`config.mk`:
```
export PLATFORM = sky130hd
export DESIGN_NAME = kbc_host_regs
export DESIGN_NICKNAME = d
export VERILOG_FILES = /design/src/rtl/kbc_host_pkg.sv /design/src/rtl/kbc_host_ctrl.sv /design/src/rtl/kbc_host_dp.sv /design/src/rtl/kbc_host_regs.sv
export SDC_FILE = /design/constraint.sdc
export NUM_CORES = 1
export LEC_CHECK = 0
export CAP_MARGIN = 20
export CORE_UTILIZATION = 42
export DETAILED_ROUTE_END_ITERATION = 7
export GPL_TIMING_DRIVEN = 0
export HOLD_SLACK_MARGIN = 0.1
export PLACE_DENSITY = 0.9
export SLEW_MARGIN = 20
export SYNTH_ARGS = -nofsm -noshare
export SYNTH_HDL_FRONTEND = slang
export SYNTH_HIERARCHICAL = 1
export SYNTH_SLANG_ARGS = --single-unit
```
`constraint.sdc`:
```
create_clock -name clk -period 1.6 [get_ports clk]
set_input_delay 0.24 -clock clk [delete_from_list [all_inputs] [get_ports clk]]
set_output_delay 0.24 -clock clk [all_outputs]
set_load 0.01 [all_outputs]
```
`src/rtl/kbc_host_pkg.sv`:
```
package kbc_host_pkg;
  localparam int BYTE_W = 8;

  // status byte bit positions (host-visible layout)
  localparam int ST_OBF  = 0;
  localparam int ST_IBF  = 1;
  localparam int ST_SYS  = 2;
  localparam int ST_CMD  = 3;
  localparam int ST_LOCK = 4;
  localparam int ST_AUX  = 5;
  localparam int ST_TMO  = 6;
  localparam int ST_PAR  = 7;

  // configuration byte bit positions
  localparam int CF_KIRQ  = 0;
  localparam int CF_AIRQ  = 1;
  localparam int CF_SYS   = 2;
  localparam int CF_NOLCK = 3;
  localparam int CF_ZERO  = 7;

  typedef struct packed {
    logic ibLoad;   // capture host write byte
    logic obLoad;   // capture producer byte
  } strobes_t;

  typedef struct packed {
    logic obFull;
    logic ibFull;
    logic lastCmd;
  } flags_t;
endpackage

```
`src/rtl/kbc_host_ctrl.sv`:
```
module kbc_host_ctrl
  import kbc_host_pkg::*;
(
  input  logic     clk,
  input  logic     rstN,
  input  logic     hostWr,
  input  logic     hostRd,
  input  logic     hostAddrCmd,
  input  logic     seqTake,
  input  logic     obLoadReq,
  output strobes_t strb,
  output flags_t   flags
);
  logic obFullQ, ibFullQ, lastCmdQ;
  logic popData;

  assign popData     = hostRd && !hostAddrCmd;
  assign strb.ibLoad = hostWr;
  assign strb.obLoad = obLoadReq && !obFullQ;

  always_ff @(posedge clk) begin
    if (!rstN) begin
      obFullQ  <= 1'b0;
      ibFullQ  <= 1'b0;
      lastCmdQ <= 1'b0;
    end else begin
      if (hostWr) begin
        ibFullQ  <= 1'b1;
        lastCmdQ <= hostAddrCmd;
      end else if (seqTake) begin
        ibFullQ  <= 1'b0;
      end
      if (strb.obLoad)
        obFullQ <= 1'b1;
      else if (popData && obFullQ)
        obFullQ <= 1'b0;
    end
  end

  assign flags.obFull  = obFullQ;
  assign flags.ibFull  = ibFullQ;
  assign flags.lastCmd = lastCmdQ;


  wr_fills_chk: assert property (@(posedge clk) disable iff (!rstN)
    hostWr |=> ibFullQ);

  take_empties_chk: assert property (@(posedge clk) disable iff (!rstN)
    (seqTake && !hostWr) |=> !ibFullQ);

  cmd_tag_chk: assert property (@(posedge clk) disable iff (!rstN)
    (hostWr && hostAddrCmd) |=> lastCmdQ);

  pop_clears_chk: assert property (@(posedge clk) disable iff (!rstN)
    (hostRd && !hostAddrCmd && obFullQ) |=> !obFullQ);

  status_read_keeps_chk: assert property (@(posedge clk) disable iff (!rstN)
    (hostRd && hostAddrCmd && obFullQ) |=> obFullQ);
endmodule

```
`src/rtl/kbc_host_dp.sv`:
```
module kbc_host_dp
  import kbc_host_pkg::*;
#(
  parameter int W = BYTE_W
) (
  input  logic         clk,
  input  logic         rstN,
  input  strobes_t     strb,
  input  flags_t       flags,
  input  logic         hostAddrCmd,
  input  logic [W-1:0] hostWrData,
  input  logic         obLoadReq,
  input  logic [W-1:0] obData,
  input  logic         obAux,
  input  logic         obTimeout,
  input  logic         obParity,
  input  logic         cfgWr,
  input  logic [W-1:0] cfgWrData,
  input  logic         kbdUnlocked,
  output logic [W-1:0] hostRdData,
  output logic [W-1:0] inByte,
  output logic [W-1:0] cfgByte,
  output logic         auxTag
);
  logic [W-1:0] ibReg, obReg, cfgReg, status;
  logic         auxQ, tmoQ, parQ;

  always_ff @(posedge clk) begin
    if (!rstN) begin
      ibReg  <= '0;
      obReg  <= '0;
      cfgReg <= '0;
      auxQ   <= 1'b0;
      tmoQ   <= 1'b0;
      parQ   <= 1'b0;
    end else begin
      if (strb.ibLoad) ibReg <= hostWrData;
      if (strb.obLoad) begin
        obReg <= obData;
        auxQ  <= obAux;
        tmoQ  <= obTimeout;
        parQ  <= obParity;
      end
      if (cfgWr) begin
        cfgReg          <= cfgWrData;
        cfgReg[CF_ZERO] <= 1'b0;
      end
    end
  end

  always_comb begin
    status          = '0;
    status[ST_OBF]  = flags.obFull;
    status[ST_IBF]  = flags.ibFull;
    status[ST_SYS]  = cfgReg[CF_SYS];
    status[ST_CMD]  = flags.lastCmd;
    status[ST_LOCK] = kbdUnlocked | cfgReg[CF_NOLCK];
    status[ST_AUX]  = auxQ;
    status[ST_TMO]  = tmoQ;
    status[ST_PAR]  = parQ;
  end

  assign hostRdData = hostAddrCmd ? status : obReg;
  assign inByte     = ibReg;
  assign cfgByte    = cfgReg;
  assign auxTag     = auxQ;


  refused_offer_chk: assert property (@(posedge clk) disable iff (!rstN)
    (flags.obFull && obLoadReq) |=> ($stable(obReg) && $stable(auxQ)));

  accepted_offer_chk: assert property (@(posedge clk) disable iff (!rstN)
    (!flags.obFull && obLoadReq) |=> (obReg == $past(obData)));
endmodule

```
`src/rtl/kbc_host_regs.sv`:
```
module kbc_host_regs
  import kbc_host_pkg::*;
(
  input  logic       clk,
  input  logic       rstN,
  input  logic       hostWr,
  input  logic       hostRd,
  input  logic       hostAddrCmd,
  input  logic [7:0] hostWrData,
  output logic [7:0] hostRdData,
  output logic [7:0] inByte,
  output logic       inIsCmd,
  output logic       inFull,
  input  logic       seqTake,
  input  logic       obLoad,
  input  logic [7:0] obData,
  input  logic       obAux,
  input  logic       obTimeout,
  input  logic       obParity,
  output logic       obReady,
  input  logic       cfgWr,
  input  logic [7:0] cfgWrData,
  output logic [7:0] cfgByte,
  input  logic       kbdUnlocked,
  output logic       irqKbd,
  output logic       irqAux
);
  strobes_t strb;
  flags_t   flags;
  logic     auxTag;

  kbc_host_ctrl u_ctrl (
    .clk(clk), .rstN(rstN), .hostWr(hostWr), .hostRd(hostRd),
    .hostAddrCmd(hostAddrCmd), .seqTake(seqTake), .obLoadReq(obLoad),
    .strb(strb), .flags(flags)
  );

  kbc_host_dp #(.W(BYTE_W)) u_dp (
    .clk(clk), .rstN(rstN), .strb(strb), .flags(flags),
    .hostAddrCmd(hostAddrCmd), .hostWrData(hostWrData),
    .obLoadReq(obLoad), .obData(obData), .obAux(obAux),
    .obTimeout(obTimeout), .obParity(obParity),
    .cfgWr(cfgWr), .cfgWrData(cfgWrData), .kbdUnlocked(kbdUnlocked),
    .hostRdData(hostRdData), .inByte(inByte), .cfgByte(cfgByte),
    .auxTag(auxTag)
  );

  assign inIsCmd = flags.lastCmd;
  assign inFull  = flags.ibFull;
  assign obReady = !flags.obFull;
  assign irqKbd  = flags.obFull && !auxTag && cfgByte[CF_KIRQ];
  assign irqAux  = flags.obFull &&  auxTag && cfgByte[CF_AIRQ];


  irq_src_chk: assert property (@(posedge clk) disable iff (!rstN)
    !(irqKbd && irqAux));

  irq_empty_chk: assert property (@(posedge clk) disable iff (!rstN)
    obReady |-> (!irqKbd && !irqAux));
endmodule

```
[Word level (Yosys, flattened, before mapping)]
Index checks and enable logic that the tools add are counted.
Word-level totals
  input port bits: 36
  word-level logic and storage cells: 27
  output and inout bits: 29
  register bits after elaboration: 29
Cells by class
  reductions and logical operators: 12
  multiplexer cells: 5
  bitwise gates (word level): 1
Operators with widths (number)
  $mux W8: 1
  $logic_and A1 B1 Y1: 7
  $mux W1: 4
  $reduce_bool A2 Y1: 2
  $logic_not A1 Y1: 3
  $or A1 B1 Y1: 1

[Logic depth before layout (Yosys ltp)]
Gate-level depths: netlist of the first run.
  depth in word-level cells: 5
  depth in mapped cells: 4
  depth with buffers taken out: 3

[By module]
The synthesis of the first run kept the hierarchy.
Modules (own cells, without submodules)
  kbc_host_dp: area an instance 1087.3 sq um, instances 1, cells each 96, seq. area each 520.5 sq um
  kbc_host_ctrl: area an instance 141.4 sq um, instances 1, cells each 15, seq. area each 60.1 sq um
  kbc_host_regs: area an instance 20.0 sq um, instances 1, cells each 3, seq. area each 0.0 sq um

[Worst setup path after synthesis of the first run]
Ideal clock, no wire load.
  path type: register to register
  from: reg u_ctrl.obFullQ
  to: reg u_dp.auxQ (netlist: u_dp/auxTag)
  stages on the path, launching flop included: 5
  path slack: 0.571 ns
  data arrival time: 0.913 ns
  data required time: 1.484 ns
  path through: dfxtp_1 -> nor2b_1 -> buf_6 -> mux2i_1 -> nor2b_1
RTL lines
  start: declaration: line kbc_host_ctrl.sv:14  | logic obFullQ, ibFullQ, lastCmdQ;
  start signal: assignment: line kbc_host_ctrl.sv:23  | obFullQ <= 1'b0;
  start signal: assignment: line kbc_host_ctrl.sv:34  | obFullQ <= 1'b1;
  start signal: assignment: line kbc_host_ctrl.sv:36  | obFullQ <= 1'b0;
  end signal: assignment: line kbc_host_dp.sv:40  | auxQ <= obAux;
  end: declaration: line kbc_host_dp.sv:26  | logic auxQ, tmoQ, parQ;

[Final worst setup path of the first run]
  from: reg u_ctrl.ibFullQ
  to: out hostRdData[1]
Between the ends
  longest elaborated chain between the ends: 1
Ends and longest elaborated chain
  start: declaration: line kbc_host_ctrl.sv:14
  start signal: assignment: line kbc_host_ctrl.sv:24  | ibFullQ <= 1'b0;
  start signal: assignment: line kbc_host_ctrl.sv:28  | ibFullQ <= 1'b1;
  start signal: assignment: line kbc_host_ctrl.sv:31  | ibFullQ <= 1'b0;
  $mux W8: line kbc_host_dp.sv:63  | assign hostRdData = hostAddrCmd ? status : obReg;
  end: declaration: line kbc_host_regs.sv:10  | output logic [7:0] hostRdData,
No other way between the ends.

==> results by group, run 1 <==
Finish
  – Area growth, synth to finish: 56.3%
  – Fill cell count: 236
  – Final core occ: 70.2%
  – Nets: 219
  – Share of layout cells above drive strength 1: 15.2%
  – ANT cells: 0
  – Final Instance Area: 1950 um2

Yosys
  – Post-synthesis simple-gate area fraction: 16.4%
  – Sequential share of the synthesized area: 46.5%
  – Adder-Cell Fraction of Synth Area: 0%
  – Mean Syn Cell Area: 11.0 um2
  – Top cells by count, synth: dfxtp_1, nor2b_1, mux2i_1, buf_4, mux2_2
  – Top cells by area, synth: dfxtp_1, mux2i_1, nor2b_1, mux2_2, buf_4
  – EDFF count, synth: 0
  – Largest family of logic cells by synthesized area: multiplexers
  – Synth Area in Compound Gates: 1.90%
  – FF+latch count, synth: 29
  – Synth Net Count: 150
  – Post-synthesis mux area share: 28.0%
  – Gate Count Post-Synth: 114
  – Ys Warns: 6
  – Post-Synth XOR/XNOR Area: 0%
  – Synthesized cell area: 1250 um2
  – Yosys top cell by area: dfxtp_1
  – Async SR Flop Fraction: 0%
  – Post-synth top area share: 46.5%
  – Primary FF master, synth: dfxtp_1
  – Synth unique cells: 16

Place
  – Port Buffers: 61
  – RePlAce Congestion: 0.711
  – Detailed Place HPWL: 2390 um
  – Post-DP Area: 1900 um2

Floorplanning
  – Die X: 56.5 um
  – Core area: 2780 um2
  – IO Count: 65
  – Initial core utilization: 44.9%
  – Die Y: 56.5 um
  – Die footprint: 3200 um2
  – Row cnt: 19

Pwr
  – Total chip power: 1.55 mW
  – Pwr Density: 794 nW/um2
  – Leakage power: 0.856 nW
  – Worst VDD drop: 0.658 mV

Clocking
  – Worst skew pair latency: 310 ps
  – Worst-path clk slew: 90 ps
  – Clock buffer count from CTS: 5
  – Clock tree buffer depth: 2
  – # clock sinks: 29
  – Hold Buf Count CTS: 0
  – CTS tree: built
  – Post-CTS Setup Bufs: 0
  – H-tree Lvls: 2
  – Clock root buffer: clkbuf_4

Min path
  – Worst Hold Path Cells: 3
  – Hold Crit Start: cfgWr
  – Class of the worst hold path: in2reg

STA
  – Final Hold Fails: 0
  – Crit path time final: 1550 ps
  – Max Slew Vio Count: 0
  – Final hold slack: 300 ps
  – Fmax: 646 MHz
  – RSZ-0062 raised after global routing: no
  – Final worst-path cycle share: 96.7%
  – Clock Skew: 1.26 ps
  – Final setup fails: 0

Critical path
  – CP Cell Sequence: buf_4 > mux2_2 > dlygate4sd2_1
  – CP startpoint kind: flop
  – Slowest cell on crit path: dfxtp_2
  – CP delay by family, top: buffers and inverters
  – Crit Path Class: reg2out
  – Critical path depth: 3
  – Buffers plus inverters on the worst setup path: 2
  – Worst Path Arrival: 1310 ps
  – CP required: 1360 ps
  – CP startpoint: u_ctrl/ibFullQ$_SDFFE_PN0P_
  – Worst reg2reg path startpoint: u_ctrl/obFullQ$_SDFFE_PN0P_
  – Max incr delay on CP: 340 ps
  – Worst-path maximum fanout: 2
  – Cell count of the worst reg-to-reg path: 4
  – Nature of the critical path endpoint: output port

Global route
  – Largest net degree at the start of global routing: 12
  – Global route overflow: 0
  – Tot GR Track Use: 21.1%
  – Number of antenna violations at the first check in global routing: 0
  – First-pass GRT wire length: 5070 um
  – Vias in the first global route: 1106

Run status
  – Outcome: finished, final reports clean

Job
  – # Max-Cap Violations: 0

Route
  – Residual DRC: 0
  – Vias post-DR: 1030
  – DR iter-0 viols: 16
  – Post-DR wirelength/cell: 14.6 um
  – Via density: 4.79
  – Drt total wl: 3130 um
  – Router iterations before antenna repair: 3
  – DRT antenna net count: 0
==> metrics by stage <==
step / TNS (ps) / std cells / setup slack [ps]
2_1_floorplan: 0 / 114 / 571
3_3_place_gp: -3620 / 206 / -477
3_5_place_dp: -3870 / 206 / -514
4_1_cts: 0 / 215 / 38.1
5_1_grt: 0 / 215 / 6.69
6_report: 0 / 215 / 53.0
==> final cells by class <==
type	count	area, um2	area share [%]
Timing Repair Buffer	62	607	31.1
Sequential cell	29	583	29.9
Multi-Input combinational cell	72	582	29.8
Buffer	11	85.1	4.36
Clock buffer	8	48.8	2.50
Tap cell	31	38.8	1.99
Inverter	2	7.51	0.385
==> worst reg2reg max path, delay by kind of cell, from the launching register on <==
kind	cells	cell delay (ps)
flops	1	340
buf+inv	1	220
simple gates	2	280
mux	1	210
==> final timing paths <==
check | end | slack (ps)
worst max-delay path | hostRdData[1] | 50
worst min-delay path | u_dp/cfgByte[3]$_SDFFE_PN0P_ | 300
worst max register to register | u_dp/obReg[6]$_SDFFE_PN0P_ | 440
worst min register to register | u_ctrl/obFullQ$_SDFFE_PN0P_ | 470
==> layer usage <==
layer,GRT usage [%],wire length (um),vias to the layer above
met4,8.71,59,0
met3,8.29,250,8
met2,38.0,1700,47
li1,-,-,508
met5,0,0,-
met1,21.4,1120,467
==> kinds of logic (layout without fill, tap and decap cells) <==
kind of cell | Yosys count | in the layout
AO/OA/AOI/OAI | 4 | 4
buffers and inverters | 13 | 83
flip-flops | 29 | 29
multiplexers | 34 | 34
other | 1 | 1
AND/OR/NAND/NOR | 33 | 33
==> cell usage in the layout, fill, tap and decap left out, types with 3 or more instances in the layout <==
master | Yosys | final
dfxtp_1 | 29 | 27
dlygate4sd2_1 | 0 | 10
buf_4 | 7 | 8
clkbuf_4 | 0 | 5
mux2i_1 | 27 | 27
nor2b_1 | 29 | 29
clkbuf_1 | 0 | 3
clkdlybuf4s50_1 | 0 | 49
mux2_2 | 7 | 7
==> power breakdown <==
part           switching (mW)  internal [mW]  leakage (nW)
Combinational           0.126          0.220         0.590
Sequential             0.0268          0.767         0.240
Clock                   0.235          0.175        0.0265
==> repair_timing <==
| action | 4_1_cts | 5_1_grt |
|---|---|---|
| resized for setup | 19 | 1 |
| pin swaps | 0 | 0 |
| endpoints found under the setup margin | 11 | 1 |
| gates cloned | 1 | 0 |
==> registers in the layout (all words and copies together), names as in the netlist <==
register / count
u_dp/inByte: 8
u_dp/obReg: 8
u_dp/cfgByte: 7
u_ctrl/ibFullQ: 1
u_ctrl/lastCmdQ: 1
u_ctrl/obFullQ: 1
u_dp/auxTag: 1
u_dp/parQ: 1
u_dp/tmoQ: 1
(Power assumes the default switching activity.)
==> inputs of run 2 (changes only) <==
--- a/config.mk
+++ b/config.mk
@@ -6,12 +6,12 @@
 export NUM_CORES = 1
 export LEC_CHECK = 0
 export CAP_MARGIN = 20
-export CORE_UTILIZATION = 42
+export CORE_UTILIZATION = 39
 export DETAILED_ROUTE_END_ITERATION = 7
 export GPL_TIMING_DRIVEN = 0
 export HOLD_SLACK_MARGIN = 0.1
-export PLACE_DENSITY = 0.9
-export SLEW_MARGIN = 20
+export PLACE_DENSITY = 0.84
+export SLEW_MARGIN = 40
 export SYNTH_ARGS = -nofsm -noshare
 export SYNTH_HDL_FRONTEND = slang
 export SYNTH_HIERARCHICAL = 1
==> constraint.sdc (replaced) <==
create_clock -name clk -period 1.5 [get_ports clk]
set_input_delay 0.225 -clock clk [delete_from_list [all_inputs] [get_ports clk]]
set_output_delay 0.225 -clock clk [all_outputs]
set_load 0.01 [all_outputs]
==> run 2 against run 1 <==
Sequential share of layout area shrank 0.20 points. Critical path type is now in2out. Global-route usage is 2.5 points lower. Clock skew increased by 1.8 ps. Hold slack worse by 6.0 ps. Sequential cell count stayed put. Largest power group unchanged. Final area grew 0.45%.
==> results by group, run 2 (same netlist as run 1, synthesis figures left out) <==
Run status
  – Outcome: finished, final reports clean

Finish
  – Final core occ: 64.2%
  – Nets: 221
  – ANT cells: 0
  – Final Instance Area: 1960 um2
  – Commonest non-fill, non-tap cell in the layout: clkdlybuf4s50_1
  – Fill cell count: 280
  – Commonest non-fill, non-tap cells in the layout: clkdlybuf4s50_1, nor2b_1, dfxtp_1, mux2i_1, buf_4
  – Area growth, synth to finish: 57.0%
  – Share of layout cells above drive strength 1: 18.3%

Pwr
  – Leakage power: 0.858 nW
  – Worst VDD drop: 0.741 mV
  – Pwr Density: 832 nW/um2

Route
  – Met1 WL: 1250 um
  – Post-DR wirelength/cell: 12.7 um
  – Vias post-DR: 1039
  – Highest routed metal layer: met4
  – DRT antenna net count: 0
  – Metal2 WL: 1490 um
  – Router iterations before antenna repair: 2
  – Drt total wl: 2930 um
  – Via density: 4.52
  – WL met3: 152 um
  – DR iter-0 viols: 12
  – Residual DRC: 0

Global route
  – Global route overflow: 0
  – Largest net degree at the start of global routing: 12
  – Number of antenna violations at the first check in global routing: 0
  – First-pass GRT wire length: 4740 um
  – Vias in the first global route: 1066
  – Tot GR Track Use: 18.5%

Floorplanning
  – Initial core utilization: 40.9%
  – Core area: 3050 um2
  – Row cnt: 20
  – Die X: 58.6 um
  – IO Count: 65
  – Die footprint: 3430 um2
  – Die Y: 58.6 um

Critical path
  – Max incr delay on CP: 320 ps
  – CP required: 1270 ps
  – Slowest cell on crit path: mux2_2
  – Critical Path End: hostRdData[7]
  – Worst reg2reg endpoint: u_dp/tmoQ$_SDFFE_PN0P_
  – CP Cell Sequence: clkdlybuf4s15_2 > buf_6 > buf_4 > mux2_2 > clkdlybuf4s15_1
  – Worst reg2reg path startpoint: u_ctrl/obFullQ$_SDFFE_PN0P_
  – CP startpoint kind: primary input
  – Worst-path maximum fanout: 5
  – Worst reg-to-reg setup slack: 230 ps
  – Nature of the critical path endpoint: output port
  – CP startpoint: hostAddrCmd
  – Crit Path Class: in2out
  – Cell count of the worst reg-to-reg path: 5
  – Worst Path Arrival: 1230 ps

Clocking
  – Clock tree buffer depth: 2
  – Hold Buf Count CTS: 0
  – Worst skew pair latency: 300 ps
  – Worst-path clk slew: 80 ps
  – # clock sinks: 29
  – CTS tree: built
  – Clock root buffer: clkbuf_4
  – H-tree Lvls: 2
  – Clock buffer count from CTS: 5

Place
  – RePlAce Congestion: 0.731
  – Port Buffers: 61
  – Detailed Place HPWL: 2200 um
  – Post-DP Area: 1910 um2

STA
  – Max Slew Vio Count: 0
  – Clock Skew: 3.10 ps
  – Fmax: 687 MHz
  – Final Hold Fails: 0
  – Crit path time final: 1460 ps
  – Final worst-path cycle share: 97.1%
  – Final setup fails: 0
  – RSZ-0062 raised after global routing: no

Min path
  – Class of the worst hold path: in2reg

Job
  – # Max-Cap Violations: 0
-- run 2: changes by cell type in the layout (fill, tap and decap cells not counted), sizes merged --
cell | previous run | this run
buf | 12 | 15
clkbuf | 8 | 12
clkdlybuf4s50 | 49 | 47
dlygate4sd2 | 10 | 7
-- run 2: layer usage --
layer | track usage, % | vias up
met5 | 0 | -
met1 | 20.4 | 479
li1 | - | 516
met2 | 35.1 | 40
met4 | 7.14 | 0
met3 | 3.30 | 4
-- run 2: critical path, delay by kind of cell --
kind                   cells  cell delay [ps]
buffers and inverters      4              690
muxes                      1              320
-- run 2: area by class of cell --
class / count / area [um2] / area share (%)
Sequential cell: 29 / 582 / 29.7
Multi-Input combinational cell: 72 / 582 / 29.7
Buffer: 11 / 85.1 / 4.34
Timing Repair Buffer: 64 / 601 / 30.6
Tap cell: 44 / 55.1 / 2.81
Clock buffer: 8 / 48.8 / 2.49
Inverter: 2 / 7.51 / 0.383
-- run 2: per-stage QoR --
step / hold WS [ps] / power, mW / setup WS, ps / std cells / setup TNS (ps)
after floorplan: 335 / 1.03 / 471 / 114 / 0
after global placement: 490 / 1.23 / -554 / 219 / -4340
after detailed placement: 502 / 1.24 / -578 / 219 / -4670
after CTS: 292 / 1.66 / 0.108 / 230 / 0
after global routing: 291 / 1.72 / 3.30 / 230 / 0
final: 294 / 1.63 / 44.2 / 230 / 0
-- run 2: repair_timing --
action                                  CTS  global route
endpoints found under the setup margin   13             5
gates resized for setup                  26             5
buffers inserted                          3             0
-- run 2: report_power, final --
group | internal [mW] | switching, mW | leakage [nW]
combinational | 0.233 | 0.135 | 0.592
clock | 0.187 | 0.235 | 0.0265
sequential | 0.818 | 0.0248 | 0.240
total | 1.24 | 0.394 | 0.858
-- run 2: how the worst min path moves through the flow --
stage,startpoint,endpoint,slack (ps),depth (start not counted)
finish,cfgWr,u_dp/cfgByte[2]$_SDFFE_PN0P_,290,3
detailed placement,u_dp/inByte[3]$_SDFFE_PN0P_,u_dp/inByte[3]$_SDFFE_PN0P_,500,2
global route,hostAddrCmd,u_ctrl/obFullQ$_SDFFE_PN0P_,290,3
floorplan,hostRd,u_ctrl/obFullQ$_SDFFE_PN0P_,340,1
global placement,u_ctrl/obFullQ$_SDFFE_PN0P_,u_ctrl/obFullQ$_SDFFE_PN0P_,490,1
CTS,hostAddrCmd,u_ctrl/obFullQ$_SDFFE_PN0P_,290,3
==> inputs of run 3 (changes only) <==
--- a/config.mk
+++ b/config.mk
@@ -5,11 +5,12 @@
 export SDC_FILE = /design/constraint.sdc
 export NUM_CORES = 1
 export LEC_CHECK = 0
+export ABC_CLOCK_PERIOD_IN_PS = 1500
 export CAP_MARGIN = 20
 export CORE_UTILIZATION = 39
+export CTS_CLUSTER_SIZE = 10
 export DETAILED_ROUTE_END_ITERATION = 7
 export GPL_TIMING_DRIVEN = 0
-export HOLD_SLACK_MARGIN = 0.1
 export PLACE_DENSITY = 0.84
 export SLEW_MARGIN = 40
 export SYNTH_ARGS = -nofsm -noshare
==> results of run 3 <==
Final layout, timing and power as in run 2 (identical DEF).
